==> config.mk <==
export PLATFORM = sky130hd
export DESIGN_NAME = addr_window_xlate
export DESIGN_NICKNAME = d
export VERILOG_FILES = /design/src/rtl/xlt_pkg.sv /design/src/rtl/xlt_regfile.sv /design/src/rtl/xlt_window.sv /design/src/rtl/xlt_select.sv /design/src/rtl/addr_window_xlate.sv
export SDC_FILE = /design/constraint.sdc
export NUM_CORES = 2
export LEC_CHECK = 0
export BUFFER_PORTS_ARGS = -buffer_cell sky130_fd_sc_hd__buf_2
export CORE_ASPECT_RATIO = 0.5
export CORE_UTILIZATION = 50
export CTS_BUF_LIST = sky130_fd_sc_hd__clkbuf_8 sky130_fd_sc_hd__clkbuf_16
export DETAILED_ROUTE_END_ITERATION = 8
export PLACE_DENSITY = 0.65
export SLEW_MARGIN = 5
export SYNTH_ARGS = -nofsm -noshare
export SYNTH_HDL_FRONTEND = slang
export SYNTH_SLANG_ARGS = --single-unit
==> constraint.sdc <==
create_clock -name clk -period 6.6 [get_ports clk]
set_input_delay 1.32 -clock clk [delete_from_list [all_inputs] [get_ports clk]]
set_output_delay 1.32 -clock clk [all_outputs]
set_load 0.1 [all_outputs]
==> src/rtl/xlt_pkg.sv <==
package xlt_pkg;

    localparam int unsigned WORD_W    = 32;
    localparam int unsigned EN_BIT    = 31;
    localparam int unsigned SPACE_LSB = 16;
    localparam int unsigned SPACE_MSB = 18;
    localparam int unsigned PROG_BIT  = 14;
    localparam int unsigned SUPER_BIT = 12;

    localparam int F_CTRL  = 0;
    localparam int F_START = 1;
    localparam int F_BOUND = 2;
    localparam int F_OFFS  = 3;
    localparam int F_USED  = 4;

    typedef enum logic [2:0] {
        SP_A16 = 3'd0,
        SP_A24 = 3'd1,
        SP_A32 = 3'd2
    } space_e;

    typedef struct packed {
        logic [WORD_W-1:0] ctrl;
        logic [WORD_W-1:0] start;
        logic [WORD_W-1:0] bound;
        logic [WORD_W-1:0] offs;
    } win_regs_t;

    typedef struct packed {
        logic [2:0] space;
        logic       prog;
        logic       sup;
    } mode_t;

    function automatic logic space_valid(input logic [2:0] s);
        return (s == SP_A16) || (s == SP_A24) || (s == SP_A32);
    endfunction

endpackage

==> src/rtl/xlt_regfile.sv <==
module xlt_regfile
    import xlt_pkg::*;
#(
    parameter int NWIN      = 8,
    parameter int GRP_SIZE  = 4,
    parameter int STRIDE    = 5,
    parameter int GRP0_BASE = 0,
    parameter int GRP1_BASE = 32,
    parameter int CA_W      = 6
) (
    input  logic              clk,
    input  logic              rst_n,
    input  logic              cfg_we,
    input  logic [CA_W-1:0]   cfg_addr,
    input  logic [WORD_W-1:0] cfg_wdata,
    output logic [WORD_W-1:0] cfg_rdata,
    output win_regs_t         regs_o [NWIN]
);

    typedef struct packed {
        win_regs_t [NWIN-1:0] win;
        logic [WORD_W-1:0]    rdata;
    } state_t;

    state_t state_d, state_q;

    function automatic int win_base(input int w);
        if (w < GRP_SIZE) begin
            return GRP0_BASE + w * STRIDE;
        end
        return GRP1_BASE + (w - GRP_SIZE) * STRIDE;
    endfunction

    always_comb begin
        state_d       = state_q;
        state_d.rdata = '0;
        for (int w = 0; w < NWIN; w++) begin
            int rel;
            rel = int'(cfg_addr) - win_base(w);
            if (rel >= 0 && rel < F_USED) begin
                case (rel)
                    F_CTRL:  state_d.rdata = state_q.win[w].ctrl;
                    F_START: state_d.rdata = state_q.win[w].start;
                    F_BOUND: state_d.rdata = state_q.win[w].bound;
                    default: state_d.rdata = state_q.win[w].offs;
                endcase
                if (cfg_we) begin
                    case (rel)
                        F_CTRL:  state_d.win[w].ctrl  = cfg_wdata;
                        F_START: state_d.win[w].start = cfg_wdata;
                        F_BOUND: state_d.win[w].bound = cfg_wdata;
                        default: state_d.win[w].offs  = cfg_wdata;
                    endcase
                end
            end
        end
    end

    always_ff @(posedge clk) begin
        if (!rst_n) begin
            state_q <= '0;
        end else begin
            state_q <= state_d;
        end
    end

    assign cfg_rdata = state_q.rdata;

    for (genvar g = 0; g < NWIN; g++) begin : g_out
        assign regs_o[g] = state_q.win[g];
    end

    // window contents change only in the cycle after a write strobe
    a_r2_hold_without_write: assert property (@(posedge clk) disable iff (!rst_n)
        !cfg_we |=> $stable(state_q.win));

endmodule

==> src/rtl/xlt_window.sv <==
module xlt_window
    import xlt_pkg::*;
#(
    parameter int GRAN_BITS = 16
) (
    input  win_regs_t         regs_i,
    input  logic [WORD_W-1:0] lk_addr,
    input  mode_t             lk_mode,
    input  logic              lk_reverse,
    output logic              match_o,
    output logic [WORD_W-1:0] xaddr_o
);

    localparam logic [WORD_W-1:0] MASK = ~((WORD_W'(1) << GRAN_BITS) - WORD_W'(1));

    logic [WORD_W-1:0] start_m, bound_m, offs_m, cand;
    logic              mode_ok, in_range;
    logic              unused_ctrl;

    assign unused_ctrl = ^{regs_i.ctrl[EN_BIT-1:SPACE_MSB+1], regs_i.ctrl[SPACE_LSB-1:PROG_BIT+1],
                           regs_i.ctrl[PROG_BIT-1:SUPER_BIT+1], regs_i.ctrl[SUPER_BIT-1:0]};

    always_comb begin
        start_m  = regs_i.start & MASK;
        bound_m  = regs_i.bound & MASK;
        offs_m   = regs_i.offs & MASK;
        cand     = lk_reverse ? lk_addr : (lk_addr - offs_m);
        in_range = (cand >= start_m) && (cand < bound_m);
        mode_ok  = (regs_i.ctrl[SPACE_MSB:SPACE_LSB] == lk_mode.space)
                && (regs_i.ctrl[PROG_BIT] == lk_mode.prog)
                && (regs_i.ctrl[SUPER_BIT] == lk_mode.sup)
                && space_valid(lk_mode.space);
        match_o  = regs_i.ctrl[EN_BIT] && mode_ok && in_range;
        xaddr_o  = lk_reverse ? (lk_addr + offs_m) : cand;
    end

endmodule

==> src/rtl/xlt_select.sv <==
module xlt_select
    import xlt_pkg::*;
#(
    parameter int NWIN  = 8,
    parameter int WIN_W = 3
) (
    input  logic              clk,
    input  logic              rst_n,
    input  logic              lk_req,
    input  logic [WORD_W-1:0] lk_addr,
    input  logic [NWIN-1:0]   match_i,
    input  logic [WORD_W-1:0] xaddr_i [NWIN],
    output logic              rsp_valid,
    output logic              rsp_hit,
    output logic [WIN_W-1:0]  rsp_win,
    output logic [WORD_W-1:0] rsp_addr
);

    typedef struct packed {
        logic              valid;
        logic              hit;
        logic [WIN_W-1:0]  win;
        logic [WORD_W-1:0] addr;
    } resp_t;

    resp_t resp_d, resp_q;

    always_comb begin
        resp_d       = '0;
        resp_d.valid = lk_req;
        resp_d.addr  = lk_addr;
        if (lk_req) begin
            for (int w = NWIN - 1; w >= 0; w--) begin
                if (match_i[w]) begin
                    resp_d.hit  = 1'b1;
                    resp_d.win  = WIN_W'(w);
                    resp_d.addr = xaddr_i[w];
                end
            end
        end
    end

    always_ff @(posedge clk) begin
        if (!rst_n) begin
            resp_q <= '0;
        end else begin
            resp_q <= resp_d;
        end
    end

    assign rsp_valid = resp_q.valid;
    assign rsp_hit   = resp_q.hit;
    assign rsp_win   = resp_q.win;
    assign rsp_addr  = resp_q.addr;

    // a response follows every request, and only requests
    a_r10_valid_after_req: assert property (@(posedge clk) disable iff (!rst_n)
        lk_req |=> rsp_valid);
    a_r10_no_spurious_valid: assert property (@(posedge clk) disable iff (!rst_n)
        !lk_req |=> !rsp_valid);

    // a request no window claims passes its address through unchanged
    a_r9_miss_passthru: assert property (@(posedge clk) disable iff (!rst_n)
        (lk_req && (match_i == '0)) |=> (!rsp_hit && rsp_addr == $past(lk_addr) && rsp_win == '0));

    // no window below the reported one matched the request
    a_r8_no_lower_match: assert property (@(posedge clk) disable iff (!rst_n)
        (rsp_valid && rsp_hit) |-> (($past(match_i) & ((NWIN'(1) << rsp_win) - NWIN'(1))) == '0));

endmodule

==> src/rtl/addr_window_xlate.sv <==
module addr_window_xlate
    import xlt_pkg::*;
#(
    parameter int NWIN        = 8,
    parameter int GRP_SIZE    = 4,
    parameter int STRIDE      = 5,
    parameter int GRP0_BASE   = 0,
    parameter int GRP1_BASE   = 32,
    parameter int CA_W        = 6,
    parameter int FINE_BITS   = 12,
    parameter int COARSE_BITS = 16,
    localparam int WIN_W      = $clog2(NWIN)
) (
    input  logic              clk,
    input  logic              rst_n,
    input  logic              cfg_we,
    input  logic [CA_W-1:0]   cfg_addr,
    input  logic [31:0]       cfg_wdata,
    output logic [31:0]       cfg_rdata,
    input  logic              lk_req,
    input  logic              lk_reverse,
    input  logic [31:0]       lk_addr,
    input  logic [2:0]        lk_space,
    input  logic              lk_prog,
    input  logic              lk_super,
    output logic              rsp_valid,
    output logic              rsp_hit,
    output logic [WIN_W-1:0]  rsp_win,
    output logic [31:0]       rsp_addr
);

    win_regs_t         regs [NWIN];
    logic [NWIN-1:0]   match;
    logic [WORD_W-1:0] xaddr [NWIN];
    mode_t             mode;

    assign mode = '{space: lk_space, prog: lk_prog, sup: lk_super};

    xlt_regfile #(
        .NWIN(NWIN), .GRP_SIZE(GRP_SIZE), .STRIDE(STRIDE),
        .GRP0_BASE(GRP0_BASE), .GRP1_BASE(GRP1_BASE), .CA_W(CA_W)
    ) u_regs (
        .clk(clk), .rst_n(rst_n), .cfg_we(cfg_we), .cfg_addr(cfg_addr),
        .cfg_wdata(cfg_wdata), .cfg_rdata(cfg_rdata), .regs_o(regs)
    );

    for (genvar w = 0; w < NWIN; w++) begin : g_win
        localparam int GRAN = ((w % GRP_SIZE) == 0) ? FINE_BITS : COARSE_BITS;
        xlt_window #(.GRAN_BITS(GRAN)) u_win (
            .regs_i(regs[w]), .lk_addr(lk_addr), .lk_mode(mode),
            .lk_reverse(lk_reverse), .match_o(match[w]), .xaddr_o(xaddr[w])
        );
    end

    xlt_select #(.NWIN(NWIN), .WIN_W(WIN_W)) u_sel (
        .clk(clk), .rst_n(rst_n), .lk_req(lk_req), .lk_addr(lk_addr),
        .match_i(match), .xaddr_i(xaddr), .rsp_valid(rsp_valid),
        .rsp_hit(rsp_hit), .rsp_win(rsp_win), .rsp_addr(rsp_addr)
    );

    // Views of the register bank used to check the response against it
    logic [NWIN-1:0] en_vec, space_eq_vec;
    always_comb begin
        for (int w = 0; w < NWIN; w++) begin
            en_vec[w]       = regs[w].ctrl[EN_BIT];
            space_eq_vec[w] = (regs[w].ctrl[SPACE_MSB:SPACE_LSB] == lk_space) && space_valid(lk_space);
        end
    end

    // a reported window was enabled in the request cycle
    a_r3_hit_window_enabled: assert property (@(posedge clk) disable iff (!rst_n)
        (rsp_valid && rsp_hit) |-> ((($past(en_vec) >> rsp_win) & NWIN'(1)) != '0));

    // a reported window carried the requested, valid space code
    a_r4_hit_space_agrees: assert property (@(posedge clk) disable iff (!rst_n)
        (rsp_valid && rsp_hit) |-> ((($past(space_eq_vec) >> rsp_win) & NWIN'(1)) != '0));

endmodule

After elaboration in Yosys (flattened, before gate mapping). Cells that the tools add are included.

Add/subtract/negate cells: 23. Multiply operators: 0. Div/mod/pow operators: 0. Magnitude comparators: 32. Eq/ne operators: 42. Shift-type cells: 0. Multiplexer cells: 41. Bitwise gates (word level): 10. Reduce and logical (&&, ||, !) cells: 111.

Operators by type and width (number): 2-to-1 mux 32 bit (25); one-hot mux 32 bit (3 select lines) (8); 2-to-1 mux 36 bit (8); adder 32 bit (8); >= comparator 32 bit (8); logical NOT 32 bit (8); less-than comparator 32 bit (8); subtractor 32 bit (8); equality test 32 x 1 -> 1 bit, second input constant (7); equality test 32 x 2 -> 1 bit, second input constant (7); >= comparator 32 x 1 -> 1 bit, second input constant (7); less-than comparator 32 x 4 -> 1 bit, second input constant (7); AND reduction 3 bit (32); logical AND 1 bit (56); subtractor 6 x 6 -> 7 bit, second input constant (4); OR reduction 3 bit (9); equality test 3 bit (8); equality test 1 bit (16); subtractor 6 x 4 -> 7 bit, second input constant (2); NOT 1 bit (10); subtractor 6 x 3 -> 7 bit, second input constant (1); equality test 6 x 1 -> 1 bit, second input constant (1); equality test 6 x 2 -> 1 bit, second input constant (1); >= comparator 6 x 1 -> 1 bit, second input constant (1); 8 further kinds (9).

Bits in registers: 1093. Latch bits: 0. RAM bits: 0. Bits in read-only memories: 0. Bits of input ports: 80. Output and inout bits: 69. Logic and storage cells: 298. Memories kept: 0.

Depth between registers and ports, before layout.
Depth after elaboration: 15. Depth in mapped cells: 27. Depth with buffers taken out: 25.

Cells and area by module. A second synthesis with hierarchy kept.

Cells, all modules: 9808. Area, all modules: 73711.9 um^2.

By module, submodules not included: xlt_regfile (instances 1, cells an instance 5633, area an instance 44911.8 um^2); xlt_window (g_win[1].u_win ...) (instances 5, cells an instance 441, area an instance 2917.8 um^2); xlt_select (instances 1, cells an instance 472, area an instance 4003.8 um^2); xlt_window (g_win[0].u_win) (instances 1, cells an instance 529, area an instance 3595.9 um^2); xlt_window (g_win[4].u_win) (instances 1, cells an instance 527, area an instance 3564.7 um^2); xlt_window (g_win[7].u_win) (instances 1, cells an instance 442, area an instance 3046.7 um^2).

Worst setup path after synthesis. Ideal clock, no wire load.

Path type: input to register. From: input port lk_addr[20]. To: register u_sel.resp_q (netlist bit u_sel.rsp_addr[28]). Library setup time: 0.119 ns. Arrival: 6.138 ns. Data required time: 6.481 ns. Path slack: 0.344 ns. Stages: 24. Buffers on the path: 2. Cell sequence: ha_1 clkbuf_1 a2111oi_2 nand2_1 o2111ai_1 a21oi_1 o21a_1 o21ai_0 nand2b_1 a21oi_1 xor2_1 nand2_1 xnor2_1 ha_1 a21oi_1 o21ai_0 a2111oi_0 nand3_1 and4_1 buf_2 a221oi_2 a211oi_1 o31a_1 o221a_1.

Word-level cells in the longest chain between the ends: 14. Elaborated cells between the ends (all ways): 73.

Ends and longest elaborated chain: from (decl) (RTL line addr_window_xlate.sv:22) `input logic [31:0] lk_addr,`; subtractor 32 bit (RTL line xlt_window.sv:27) `cand = lk_reverse ? lk_addr : (lk_addr - offs_m);`; 2-to-1 mux 32 bit (RTL line xlt_window.sv:27); >= comparator 32 bit / less-than comparator 32 bit (equally long branches) (RTL line xlt_window.sv:28) `in_range = (cand >= start_m) && (cand < bound_m);`; logical AND 1 bit (RTL line xlt_window.sv:28); logical AND 1 bit (RTL line xlt_window.sv:33) `match_o = regs_i.ctrl[EN_BIT] && mode_ok && in_range;`; 2-to-1 mux 36 bit (7 in a row) (RTL line xlt_select.sv:34) `if (match_i[w]) begin`; 2-to-1 mux 36 bit (*) (RTL line xlt_select.sv:34); 2-to-1 mux 32 bit (*) (RTL line xlt_select.sv:32) `if (lk_req) begin`; to (signal assigned) (RTL line xlt_select.sv:47) `resp_q <= resp_d;`; to (decl) (RTL line xlt_select.sv:26) `resp_t resp_d, resp_q;`.

Mark *: on every way between the ends. The rest lies on a longest branch, timed or not. A chain may end at the register's enable or synchronous reset.

Worst setup path in the final report.
From: input port lk_addr[16]. To: register u_sel.resp_q (netlist bit u_sel.rsp_addr[27]).

The elaborated chain is that of the path after synthesis.

==> flow_summary.json <==
{
  "synth_warnings": 0,
  "post-route-period-util_pct": 99.4,
  "synth_area_um2": 67300,
  "syn_inst": 8807,
  "grt_pass1_wl_um": 437000,
  "clk_pin_slew_worst_paths_ps": 80,
  "grt_max_degree": 238,
  "synth.most_common_cell": "nand2_1",
  "setup_viol": 0,
  "fp-row-count": 94,
  "irDropWorstVdd_uv": 228,
  "cts.sinks": 1093,
  "synth_edf_count": 0,
  "fin_nets": 9576,
  "cts_hold_buffers": 0,
  "cp-start-kind": "primary input",
  "tightest_slew_ps": 1330,
  "critPathMaxStageDelay_ps": 420,
  "fin_util_pct": 57.5,
  "violations": "design-rule violations",
  "dp_slack_ps": -735,
  "status": "finished with violations",
  "cts_tree": "done",
  "grt_pass1_vias": 60900,
  "ys_top_cells_by_count": "nand2_1, a21oi_1, dfxtp_1",
  "synth.distinct_cells": 103,
  "power_mw": 15.9,
  "p_per_area_nw_per_um2": 209,
  "worstPathArrival_ps": 7210,
  "firstDrtPassIters": 9,
  "final_hold_viol_count": 0,
  "synthTopCellsByArea": "dfxtp_1, nand2_1, ha_1",
  "cp.required_ps": 7250,
  "design_area_um2": 76100,
  "dieArea_um2": 136000,
  "dp_hpwl_um": 226000,
  "synth_top_area_cell": "dfxtp_1",
  "placed_area_um2": 72500,
  "die_h_um": 261,
  "vias": 68700,
  "clk-insertion-delay-late_ps": 760,
  "async_flop_share_pct": 0,
  "clock_skew_ps": 35.1,
  "ys_seq_area_share_pct": 32.5,
  "syn_avg_cell_area_um2": 7.64,
  "ys_ff_latch": 1093,
  "root_buffer": "clkbuf_16",
  "fmax_ghz": 0.152,
  "initialDrtViolationCount": 11400,
  "cts_made_buffers": 100,
  "path_max_fanout": 5,
  "core_area_um2": 132000,
  "slew_viol_final": 0,
  "hold_class": "flip-flop to flip-flop",
  "pin_count": 149,
  "detail-route-antenna-nets": 0,
  "cp_slowest_cell": "a2111o_1",
  "drive_gt1_share_pct": 13.0,
  "htree_levels": 3,
  "synth_flop_cell": "dfxtp_1",
  "setup_ws_ps": 40.5,
  "cp.buffers_inverters": 4,
  "clockBufferDepth": 3,
  "crit_type": "primary input to flip-flop",
  "syn-num-nets": 9426,
  "syn2layout_area_growth_pct": 13.2,
  "antenna_found_initial": 18,
  "globalplace.congestion": 1.11,
  "netlist.area_leader.share_pct": 32.5,
  "gr-total-overflow": 0,
  "max_slew_margin_pct": 11.4,
  "num-fill-cells": 12500,
  "wl_per_cell_um": 28.6,
  "cp-end-kind": "flip-flop",
  "drc_errors": 15,
  "io_buffer_count": 148,
  "path_delay_family": "compound AO/OA/AOI/OAI gates",
  "post-route-min-period_ps": 6560,
  "max_cap_viol_count": 0,
  "grt.total_usage_pct": 44.1,
  "rsz0062_at_grt": "false",
  "finalWirelength_um": 309000,
  "leakage_nw": 27.3,
  "die_w_um": 521,
  "start_util_pct": 50.8,
  "drt-vias-per-instance": 6.35
}
## registers in the layout (all words and copies together), names as in the netlist
name	flops
u_regs.cfg_rdata	32
u_sel.rsp_hit	1
u_sel.rsp_valid	1
u_sel.rsp_addr	32
u_regs.regs_o	1024
u_sel.rsp_win	3
## worst paths after layout
path	start	to	depth (start not counted)	slack [ps]
worst max-delay path	lk_addr[16]	u_sel.rsp_addr[27]$_SDFF_PN0_	26	40
worst max register to register	u_regs.regs_o[19]$_SDFFE_PN0P_	u_sel.rsp_addr[27]$_SDFF_PN0_	25	180
worst min-delay path	u_regs.regs_o[815]$_SDFFE_PN0P_	u_regs.regs_o[815]$_SDFFE_PN0P_	2	450
worst min register to register	u_regs.regs_o[815]$_SDFFE_PN0P_	u_regs.regs_o[815]$_SDFFE_PN0P_	2	450
## worst reg2reg max path: stages (launching register included)
cell,delay (ps)
dfxtp_1,640
inv_1,100
ha_1,300
and2_1,150
o21ai_0,300
a32oi_2,240
a31oi_2,330
o21ai_1,160
a21o_1,200
a21oi_1,260
xnor2_1,110
nor2_1,210
xor2_1,240
ha_1,260
nor4b_1,290
nand4_1,160
a2111o_1,420
a211oi_2,200
nand3_1,250
buf_4,240
mux2i_1,110
mux2_2,280
mux2i_1,280
buf_4,170
o221ai_1,120
o41ai_1,290
## metrics by stage
step	cells	TNS, ps	hold WS, ps
6_report	10800	0	450
3_3_place_gp	10600	-8060	437
4_1_cts	10800	0	453
3_5_place_dp	10600	-8830	444
2_1_floorplan	8807	0	432
5_1_grt	10800	0	465
## cell type report
class	instances	area, um2	area share [%]
clock buffers	118	2750	3.61
inverters	514	1940	2.55
flip-flops and latches	1093	21900	28.7
multi-input cells	6515	41100	54.0
clock inverters	62	812	1.07
diodes	5	12.5	0.0164
well taps	1776	2220	2.92
repair buffers	733	5440	7.14
## layout by cell type (no fill, tap or decap), drive strengths merged, types with 34 or more instances in the layout
master	instances
xor2	91
clkbuf	118
a221oi	50
ha	523
a222oi	76
a21oi	1282
a211oi	66
o21a	41
buf	733
nand2	2354
o211ai	41
dfxtp	1093
inv	528
nor2	277
nor3	58
nand3	71
nand4	42
mux2i	51
a22oi	34
nand2b	66
a31oi	79
o221ai	37
a21o	82
mux4	168
xnor2	181
nor2b	55
o21ai	338
## repair_timing
item / 4_1_cts / 5_1_grt
endpoints found under the hold margin: 0 / 0
gates resized for setup: 0 / 14
endpoints found under the setup margin: 0 / 21
buffers inserted: 0 / 2
## metal layers
| layer | part of all wire, % | vias to the layer above | wire (um) | GRT usage [%] |
|---|---|---|---|---|
| li1 | - | 30600 | - | - |
| met1 | 41 | 32900 | 128000 | 62.6 |
| met2 | 37 | 4649 | 114000 | 56.6 |
| met3 | 19 | 556 | 57900 | 23.3 |
| met4 | 3.0 | 24 | 9280 | 11.8 |
| met5 | 0.14 | - | 448 | 0.203 |
## cells by family after synthesis
| family | after synthesis | synth area share, % |
|---|---|---|
| flip-flops | 1093 | 32.5 |
| AO/OA/AOI/OAI | 2392 | 21.6 |
| XOR/XNOR | 272 | 3.55 |
| multiplexers | 220 | 6.40 |
| adder cells (fa/ha/maj) | 539 | 10.2 |
| AND/OR/NAND/NOR | 3092 | 19.0 |
| buffers and inverters | 1199 | 6.80 |
## report_power, final
group | internal, mW | switching [mW]
Sequential | 6.65 | 0.0469
Combinational | 0.885 | 1.90
Clock | 3.52 | 2.94
Total | 11.0 | 4.89
Power figures use the tool's default switching activity.
